**src/rtl/glitch_filter_pkg.sv**
```systemverilog
package glitch_filter_pkg;
    localparam int GF_CODE_W     = 4;
    localparam int GF_MAX_RUN    = 23;
    localparam int GF_CNT_W      = $clog2(GF_MAX_RUN + 1);
    localparam int GF_RESET_CODE = 2;
    localparam int GF_LINEAR_TOP = 7;
endpackage

```
**src/rtl/gf_sync.sv**
```systemverilog
module gf_sync #(
    parameter int STAGES = 2,
    parameter bit IDLE   = 1'b1
) (
    input  logic clk,
    input  logic rst_n,
    input  logic async_i,
    output logic sync_o
);
    logic [STAGES-1:0] pipe_q;
    logic [STAGES-1:0] pipe_d;

    always_comb begin
        pipe_d[0] = async_i;
        for (int i = 1; i < STAGES; i++) begin
            pipe_d[i] = pipe_q[i-1];
        end
    end

    always_ff @(posedge clk or negedge rst_n) begin
        if (!rst_n) pipe_q <= {STAGES{IDLE}};
        else        pipe_q <= pipe_d;
    end

    assign sync_o = pipe_q[STAGES-1];
endmodule

```
**src/rtl/gf_run_decode.sv**
```systemverilog
module gf_run_decode
    import glitch_filter_pkg::*;
#(
    parameter int CODE_W    = GF_CODE_W,
    parameter int CNT_W     = GF_CNT_W,
    parameter int LINEAR_TOP = GF_LINEAR_TOP
) (
    input  logic [CODE_W-1:0] code_i,
    output logic [CNT_W-1:0]  need_o,
    output logic              bypass_o
);
    localparam int WIDE = CNT_W + 2;
    logic [WIDE-1:0] code_w;

    always_comb begin
        code_w = WIDE'(code_i);
        if (code_w <= WIDE'(LINEAR_TOP)) need_o = CNT_W'(code_w);
        else                             need_o = CNT_W'((code_w << 1) - WIDE'(LINEAR_TOP));
        bypass_o = (code_i == '0);
    end
endmodule

```
**src/rtl/gf_run_core.sv**
```systemverilog
module gf_run_core
    import glitch_filter_pkg::*;
#(
    parameter int CNT_W = GF_CNT_W
) (
    input  logic             clk,
    input  logic             rst_n,
    input  logic             sample_i,
    input  logic [CNT_W-1:0] need_i,
    input  logic             bypass_i,
    output logic             filt_o,
    output logic             rise_o,
    output logic             fall_o
);
    typedef struct packed {
        logic             level;
        logic [CNT_W-1:0] run;
        logic             prev;
    } core_st_t;

    core_st_t st_d, st_q;
    logic [CNT_W:0] run_inc;
    logic           filt_c;

    always_comb begin
        st_d    = st_q;
        run_inc = {1'b0, st_q.run} + 1'b1;
        if (bypass_i) begin
            st_d.level = sample_i;
            st_d.run   = '0;
        end else if (sample_i == st_q.level) begin
            st_d.run = '0;
        end else if (run_inc >= {1'b0, need_i}) begin
            st_d.level = sample_i;
            st_d.run   = '0;
        end else begin
            st_d.run = run_inc[CNT_W-1:0];
        end
        filt_c    = bypass_i ? sample_i : st_q.level;
        st_d.prev = filt_c;
        filt_o    = filt_c;
        rise_o    = filt_c & ~st_q.prev;
        fall_o    = ~filt_c & st_q.prev;
    end

    always_ff @(posedge clk or negedge rst_n) begin
        if (!rst_n) begin
            st_q.level <= 1'b1;
            st_q.run   <= '0;
            st_q.prev  <= 1'b1;
        end else begin
            st_q <= st_d;
        end
    end

    // the held level only moves towards a sample that differed from it
    a_r5_move_needs_diff: assert property (@(posedge clk) disable iff (!rst_n)
        ($past(!bypass_i) && st_q.level != $past(st_q.level))
            |-> $past(sample_i) != $past(st_q.level));

    // a sample equal to the output clears the run count
    a_r6_restart: assert property (@(posedge clk) disable iff (!rst_n)
        (!bypass_i && sample_i == st_q.level) |=> st_q.run == '0);

    // strobes never coincide
    a_r8_strobe_excl: assert property (@(posedge clk) disable iff (!rst_n)
        !(rise_o && fall_o));
endmodule

```
**src/rtl/glitch_filter.sv**
```systemverilog
module glitch_filter
    import glitch_filter_pkg::*;
#(
    parameter int CODE_W      = GF_CODE_W,
    parameter int SYNC_STAGES = 2
) (
    input  logic              clk,
    input  logic              rst_n,
    input  logic              raw_in,
    input  logic [CODE_W-1:0] run_code,
    output logic              filt_out,
    output logic              rise_stb,
    output logic              fall_stb
);
    localparam int CNT_W = GF_CNT_W;

    logic             sample;
    logic [CNT_W-1:0] need;
    logic             bypass;

    gf_sync #(.STAGES(SYNC_STAGES), .IDLE(1'b1)) u_sync (
        .clk(clk), .rst_n(rst_n), .async_i(raw_in), .sync_o(sample)
    );

    gf_run_decode #(.CODE_W(CODE_W), .CNT_W(CNT_W)) u_dec (
        .code_i(run_code), .need_o(need), .bypass_o(bypass)
    );

    gf_run_core #(.CNT_W(CNT_W)) u_core (
        .clk(clk), .rst_n(rst_n), .sample_i(sample), .need_i(need),
        .bypass_i(bypass), .filt_o(filt_out), .rise_o(rise_stb), .fall_o(fall_stb)
    );

    logic [1:0] age_q;
    always_ff @(posedge clk or negedge rst_n) begin
        if (!rst_n)           age_q <= '0;
        else if (age_q != 2'd3) age_q <= age_q + 2'd1;
    end

    // in bypass the output is the raw input two edges late
    a_r2_sync_latency: assert property (@(posedge clk) disable iff (!rst_n)
        (age_q == 2'd3 && run_code == '0) |-> filt_out == $past(raw_in, 2));

    // a rising strobe comes only with a 0-to-1 output change
    a_r7_rise_edge: assert property (@(posedge clk) disable iff (!rst_n)
        (age_q != 2'd0 && rise_stb) |-> (filt_out && !$past(filt_out)));
endmodule

```
**config.mk**
```make
export PLATFORM = sky130hd
export DESIGN_NAME = glitch_filter
export DESIGN_NICKNAME = d
export VERILOG_FILES = /design/src/rtl/glitch_filter_pkg.sv /design/src/rtl/gf_sync.sv /design/src/rtl/gf_run_decode.sv /design/src/rtl/gf_run_core.sv /design/src/rtl/glitch_filter.sv
export SDC_FILE = /design/constraint.sdc
export NUM_CORES = 1
export LEC_CHECK = 0
export ABC_AREA = 1
export BUFFER_PORTS_ARGS = -buffer_cell sky130_fd_sc_hd__buf_2
export CORE_AREA = 2 2 39 41
export CTS_CLUSTER_DIAMETER = 100
export DETAILED_ROUTE_END_ITERATION = 8
export DIE_AREA = 0 0 41 43
export PLACE_DENSITY = 0.61
export SLEW_MARGIN = 15
export SYNTH_ARGS = -nofsm -noshare
export SYNTH_HDL_FRONTEND = slang
export SYNTH_HIERARCHICAL = 1
export SYNTH_SLANG_ARGS = --single-unit
```
**constraint.sdc**
```tcl
create_clock -name clk -period 3.85 [get_ports clk]
set_input_delay 0.385 -clock clk [delete_from_list [all_inputs] [get_ports clk]]
set_output_delay 0.385 -clock clk [all_outputs]
set_load 0.1 [all_outputs]
```
==> impl_metrics.env, run 1 <==
export IMPL_hp_class="in -> reg"
export IMPL_skew_ns=0.00809
export IMPL_gr_usage_all_layers_pct=13.6
export IMPL_place_area_um2=647
export IMPL_initial_core_util_pct=42.0
export IMPL_std_cell_rows=14
export IMPL_crit_family="buffers and inverters"
export IMPL_clkTransAtPathRegs_ns=0.06
export IMPL_crit_buf_inv=4
export IMPL_r2r_start="u_core/st_q[1]"
export IMPL_min_from="raw_in"
export IMPL_place_ws_ns=1.88
export IMPL_crit_top_cell="buf_2"
export IMPL_die_area_mm2=0.00176
export IMPL_cts_tree="done"
export IMPL_dr_pass1_iters=2
export IMPL_syn_num_nets=89
export IMPL_vias=463
export IMPL_routed_wl_um=923
export IMPL_grt_max_degree=10
export IMPL_slew_headroom_pct=67.9
export IMPL_drtIter0Drc=1
export IMPL_status="finished clean"
export IMPL_finalWorstSetupSlack_ns=1.89
export IMPL_synth_fa_ha_area_share_pct=12.9
export IMPL_synth_commonest_cells="20 x nand2_1, 16 x inv_1, 9 x nor2_1"
export IMPL_dp_hpwl_um=766
export IMPL_clockRootBuffer="clkbuf_4"
export IMPL_ios=10
export IMPL_start_kind="input port"
export IMPL_slew_violations=0
export IMPL_worstPathArrival_ns=1.58
export IMPL_clk_path_buf_depth=2
export IMPL_critPathCaptureType="output pin"
export IMPL_finalCritPeriodShare_pct=51.0
export IMPL_setup_viol=0
export IMPL_synthCells=76
export IMPL_min_period_ns=1.96
export IMPL_rsz0062_at_grt="no"
export IMPL_crit_chain="buf_2 -> inv_2 -> nand2_2 -> nor2_2 -> nand2_1 -> o21ai_0 -> inv_1 -> nor2_1 -> buf_2"
export IMPL_max_stage_delay_ns=0.43
export IMPL_vias_per_cell=4.37
export IMPL_fmaxAchievable_mhz=509
export IMPL_power_per_cell_area_mw_per_mm2=671
export IMPL_cts_buffers=3
export IMPL_synthMuxAreaShare_pct=0
export IMPL_fin_tns_setup_ns=0
export IMPL_ys_ff_latch=9
export IMPL_ir_drop_v=0.000379
export IMPL_ant_nets=0
export IMPL_avgSynthCellArea_um2=7.66
export IMPL_gp_congestion=0.733
export IMPL_path_class="in -> out"
export IMPL_crit_slowest_cell="buf_2"
export IMPL_reg2reg_to="u_core/st_q[6]"
export IMPL_worst_endpoint_required_ns=3.46
export IMPL_hold_depth=1
export IMPL_syn_to_final_growth_pct=17.4
export IMPL_grt_pass1_vias=426
export IMPL_netlist_area_um2=582
export IMPL_core_area_mm2=0.00138
export IMPL_yosys_area_share_simple_pct=27.1
export IMPL_worstMarginPinSlew_ns=0.485
export IMPL_nets=104
export IMPL_synth_compound_area_share_pct=3.44
export IMPL_hold_viol_final=0
export IMPL_design_area_um2=683
export IMPL_leakagePower_nw=0.401
export IMPL_synth_area_leader_cell="dfrtp_1"
export IMPL_overflow=0
export IMPL_antenna_cells=0
export IMPL_fillerInstances=138
export IMPL_cp_max_fo=6
export IMPL_synth_top_family_by_area="simple AND/OR/NAND/NOR gates"
export IMPL_avgRoutedWirePerCell_um=8.71
export IMPL_yosysWarnings=6
export IMPL_clk_latency_ns=0.26
export IMPL_synth_xor_area_share_pct=6.02
export IMPL_antenna_found_initial=0
export IMPL_drv_cap=0
export IMPL_die_h_um=43
export IMPL_yosysSeqAreaShare_pct=39.6
export IMPL_cts_sinks=9
export IMPL_drive_above_1_share_pct=24.4
export IMPL_synthArstFlopShare_pct=100
export IMPL_synth_top_area_share_pct=21.5
export IMPL_synth_most_common_cell="nand2_1"
export IMPL_htreeDepth=1
export IMPL_drc=0
export IMPL_synth_flop_cell="dfrtp_1"
export IMPL_grt_pass1_wl_mm=1.59
export IMPL_portBuffers=9
export IMPL_rr_worst_depth=9
export IMPL_synth_cell_type_count=16
export IMPL_synth_edff_count=0
export IMPL_rrSetupSlack_ns=2.15
export IMPL_hold_path_end="u_sync/pipe_q[0]"
export IMPL_die_w_um=41
export IMPL_synth_top_cells_by_area="dfrtp_1 22%, dfstp_2 18%, ha_1 13%"
-- cells by family (layout without fill, tap and decap cells) --
| family | after synthesis | count (layout) |
|---|---|---|
| DFF | 9 | 9 |
| adders and majority gates | 6 | 6 |
| and+or+nand+nor | 36 | 36 |
| AOI/OAI and AO/OA | 4 | 4 |
| xor gates and xnor gates | 4 | 4 |
| buffers and inverters | 17 | 31 |
-- layer usage --
| metal | up-vias | track usage [%] | wire, um | part of all wire, % |
|---|---|---|---|---|
| met1 | 199 | 16.9 | 441 | 48 |
| met4 | 0 | 10.0 | 17 | 1.8 |
| met2 | 8 | 19.4 | 421 | 46 |
| met5 | - | 0 | 0 | 0 |
| li1 | 254 | - | - | - |
| met3 | 2 | 3.14 | 43 | 4.7 |
-- power breakdown --
part / switching [mW] / total, mW / internal [mW]
clock network: 0.0305 / 0.0703 / 0.0398
logic: 0.186 / 0.245 / 0.0588
registers: 0.0185 / 0.143 / 0.124
-- area by class of cell --
cell class	count	area, um2	share of cell area, %
clock buffers	4	26.3	3.85
inverters	17	63.8	9.34
flip-flops and latches	9	230	33.7
multi-input cells	50	288	42.1
well taps	16	20.0	2.93
repair buffers	10	55.1	8.06
-- registers in the layout, indices dropped and copies added, names as in the netlist --
register	count
u_sync/pipe_q	2
u_core/st_q	7
-- worst max path at each step --
stage                     start  endpoint  slack [ns]  depth (start not counted)
CTS                 run_code[3]  fall_stb        1.87                          9
global placement    run_code[3]  fall_stb        1.94                          9
floorplan           run_code[0]  fall_stb        0.84                          7
detailed placement  run_code[3]  fall_stb        1.88                          9
global route        run_code[3]  fall_stb        1.78                          9
finish              run_code[3]  fall_stb        1.89                          9
-- stage by stage --
| stage | power (mW) | util (%) | hold WS [ns] | std cells |
|---|---|---|---|---|
| 6_report | 0.458 | 49.4 | 0.221 | 106 |
| 5_1_grt | 0.491 | 49.4 | 0.217 | 106 |
| 4_1_cts | 0.464 | 49.4 | 0.215 | 106 |
| 3_5_place_dp | 0.391 | 46.7 | 0.243 | 101 |
| 3_3_place_gp | 0.388 | 46.7 | 0.241 | 101 |
| 2_1_floorplan | 0.347 | - | 0.0894 | 76 |
-- timing repair --
action	in CTS	in global routing
hold buffers	1	0
gates resized for setup	0	0
buffers inserted	0	0
setup endpoints to repair	0	0
hold endpoints to repair	5	0
-- placed cells by master (no fill, tap or decap), drive strengths merged --
master       count
clkbuf           4
ha               6
dlygate4sd3      1
a21oi            1
dfstp            4
inv             17
nor3             1
dfrtp            5
xnor2            1
xor2             3
buf              9
nand3            3
o21ai            3
nand2           22
nor2            10
No activity file was read; power rests on OpenSTA's default activity.
==> run 2: changes to the inputs <==
ABC_AREA = 0   (was 1)
PLACE_DENSITY = 0.62   (was 0.61)
clock period = 1.79 ns   (was 3.85 ns; I/O delays follow)
==> impl_metrics.env, run 2 <==
export IMPL_cts_buffers=3
export IMPL_skew_ns=0.00593
export IMPL_grt_max_degree=10
export IMPL_clk_latency_ns=0.26
export IMPL_syn_num_nets=63
export IMPL_cts_tree="done"
export IMPL_vias=428
export IMPL_htreeDepth=1
export IMPL_min_from="raw_in"
export IMPL_synth_top_area_share_pct=22.1
export IMPL_top_regs="u_core/st_q (7), u_sync/pipe_q (2)"
export IMPL_gr_usage_all_layers_pct=16.3
export IMPL_yosys_area_share_simple_pct=16.2
export IMPL_cts_sinks=9
export IMPL_hold_depth=1
export IMPL_final_common_cell="buf_4"
export IMPL_drtIter0Drc=2
export IMPL_crit_buf_inv=0
export IMPL_gp_congestion=0.724
export IMPL_synth_area_leader_cell="dfrtp_1"
export IMPL_crit_chain="ha_4 -> xor2_2 -> ha_1 -> o21a_1 -> o21ai_2 -> o21ai_1 -> mux2_1"
export IMPL_clkTransAtPathRegs_ns=0.06
export IMPL_drc=0
export IMPL_crit_family="adder cells"
export IMPL_ys_ff_latch=9
export IMPL_power_per_cell_area_mw_per_mm2=1670
export IMPL_die_area_mm2=0.00176
export IMPL_finalCritPeriodShare_pct=104
export IMPL_vias_per_cell=4.70
export IMPL_max_stage_delay_ns=0.43
export IMPL_grt_pass1_vias=462
export IMPL_rr_worst_depth=7
export IMPL_violations="setup timing"
export IMPL_die_h_um=43
export IMPL_avgRoutedWirePerCell_um=12.1
export IMPL_yosysWarnings=6
export IMPL_yosysSeqAreaShare_pct=40.7
export IMPL_hold_viol_final=0
export IMPL_synthArstFlopShare_pct=100
export IMPL_worstMarginPinSlew_ns=0.277
export IMPL_portBuffers=9
export IMPL_synth_commonest_cells="6 x ha_1, 6 x inv_1, 5 x dfrtp_1"
export IMPL_synth_fa_ha_area_share_pct=13.3
export IMPL_comb_power_share_pct=65.9
export IMPL_dp_hpwl_um=777
export IMPL_r2r_start="u_core/st_q[1]"
export IMPL_core_area_mm2=0.00138
export IMPL_overflow=0
export IMPL_seq_power_share_pct=23.3
export IMPL_cp_max_fo=4
export IMPL_synth_compound_area_share_pct=11.9
export IMPL_netlist_area_um2=566
export IMPL_place_area_um2=739
export IMPL_p_switching_uw=623
export IMPL_slew_violations=0
export IMPL_reg2reg_to="u_core/st_q[6]"
export IMPL_fin_hold_ws_ns=0.0222
export IMPL_antenna_found_initial=0
export IMPL_synth_xor_area_share_pct=6.19
export IMPL_ir_drop_v=0.000986
export IMPL_fmaxAchievable_mhz=538
export IMPL_dr_pass1_iters=4
export IMPL_critPathCaptureType="flip-flop"
export IMPL_hp_class="in -> reg"
export IMPL_synth_flop_cell="dfrtp_1"
export IMPL_initial_core_util_pct=40.9
export IMPL_regMostFlops="u_core/st_q"
export IMPL_routed_wl_mm=1.10
export IMPL_syn_to_final_growth_pct=50.4
export IMPL_synth_cell_type_count=23
export IMPL_crit_slowest_cell="dfrtp_1"
export IMPL_synth_top_cells_by_area="dfrtp_1 22%, dfstp_2 19%, ha_1 13%"
export IMPL_synthMuxAreaShare_pct=7.74
export IMPL_p_sw_share_pct=43.9
export IMPL_setup_viol=6
export IMPL_ios=10
export IMPL_synth_top_family_by_area="simple AND/OR/NAND/NOR gates"
export IMPL_internal_power_uw=796
export IMPL_drv_cap=0
export IMPL_synth_edff_count=0
export IMPL_clockRootBuffer="clkbuf_4"
export IMPL_clk_path_buf_depth=2
export IMPL_finalWorstSetupSlack_ns=-0.0675
export IMPL_path_class="reg -> reg"
export IMPL_die_w_um=41
export IMPL_grt_pass1_wl_mm=1.86
export IMPL_startpoint="u_core/st_q[1]"
export IMPL_ant_nets=0
export IMPL_status="finished, violations left"
export IMPL_nets=89
export IMPL_antenna_cells=0
export IMPL_synthCells=50
export IMPL_design_area_um2=851
export IMPL_min_period_ns=1.86
export IMPL_slew_headroom_pct=81.7
export IMPL_leakagePower_nw=0.388
export IMPL_std_cell_rows=14
export IMPL_largest_reg_flops=7
export IMPL_worst_endpoint_required_ns=1.97
export IMPL_rsz0062_at_grt="yes"
export IMPL_power_frac_clock_pct=10.7
export IMPL_avgSynthCellArea_um2=11.3
export IMPL_final_cell_mix="12 x buf_4, 6 x buf_2, 6 x inv_1"
export IMPL_hold_path_end="u_sync/pipe_q[0]"
export IMPL_start_kind="flip-flop"
export IMPL_drive_above_1_share_pct=60.0
export IMPL_rrSetupSlack_ns=-0.07
export IMPL_worstPathArrival_ns=2.03
## run 2: cell types whose count changed after synthesis, moves of 2 or more
cell,previous run,this run
and2_1,0,2
inv_1,16,6
mux2_2,0,2
nand2_1,20,0
nand2_2,2,0
nor2_1,9,3
nor2b_1,0,4
o21ai_0,3,1
## run 2: logic make-up after synthesis
family | count (synthesis)
mux | 4
xor+xnor | 4
compound gates | 6
simple gates | 15
buf+inv | 6
fa+ha+maj | 6
flops | 9
## run 2: per-stage QoR
step	util [%]	setup WS (ns)	TNS [ns]	total power, mW	cells
finish	61.5	-0.0675	-0.265	1.42	91
global route	61.5	-0.147	-0.775	1.50	91
CTS	58.7	-0.0450	-0.139	1.39	90
detailed placement	53.4	-0.116	-0.532	1.13	83
global placement	53.4	-0.0776	-0.298	1.12	83
floorplan	-	-0.00662	-0.00662	0.892	50
## run 2: what timing repair did
item | CTS | global route
hold buffers | 1 | 0
endpoints found under the setup margin | 8 | 9
endpoints found under the hold margin | 9 | 0
pin swaps | 3 | 2
buffers inserted | 2 | 1
resized for setup | 5 | 7
gates cloned | 0 | 0
## run 2: worst reg2reg max path, delay by kind of cell, from the launching register on
kind | cells | cell delay [ns]
mux | 1 | 0.32
compound gates | 3 | 0.42
flops | 1 | 0.43
fa+ha+maj | 2 | 0.47
xor+xnor | 1 | 0.14
## run 2: worst max-delay path by stage
stage / to / cells after the start / slack (ns)
4_1_cts: u_core/st_q[6] / 7 / -0.05
5_1_grt: u_core/st_q[5] / 8 / -0.15
6_report: u_core/st_q[6] / 7 / -0.07
3_5_place_dp: u_core/st_q[4] / 7 / -0.12
2_1_floorplan: rise_stb / 3 / -0.007
3_3_place_gp: u_core/st_q[6] / 7 / -0.08
## run 2: final cells by class
type                       count  area (um2)
fill                         119         533
multi-input combinational     35         380
sequential                     9         231
timing repair buffer          21         170
clock buffer                   4        26.3
inverter                       6        22.5
tap                           16        20.0
## run 2: metal layers
metal / vias to the layer above / wire [um] / GRT usage, %
li1: 220 / - / -
met1: 196 / 496 / 19.3
met2: 10 / 554 / 25.6
met3: 2 / 40 / 3.14
met4: 0 / 9 / 10.0
met5: - / 0 / 0
## run 2: power by group through the flow
| stage | combinational (mW) | sequential [mW] | clock, mW |
|---|---|---|---|
| after CTS | 0.909 | 0.321 | 0.161 |
| after floorplan | 0.583 | 0.310 | 0 |
| final | 0.935 | 0.331 | 0.152 |
| after global placement | 0.809 | 0.314 | 0 |
| after detailed placement | 0.816 | 0.316 | 0 |
| after global routing | 0.991 | 0.340 | 0.172 |
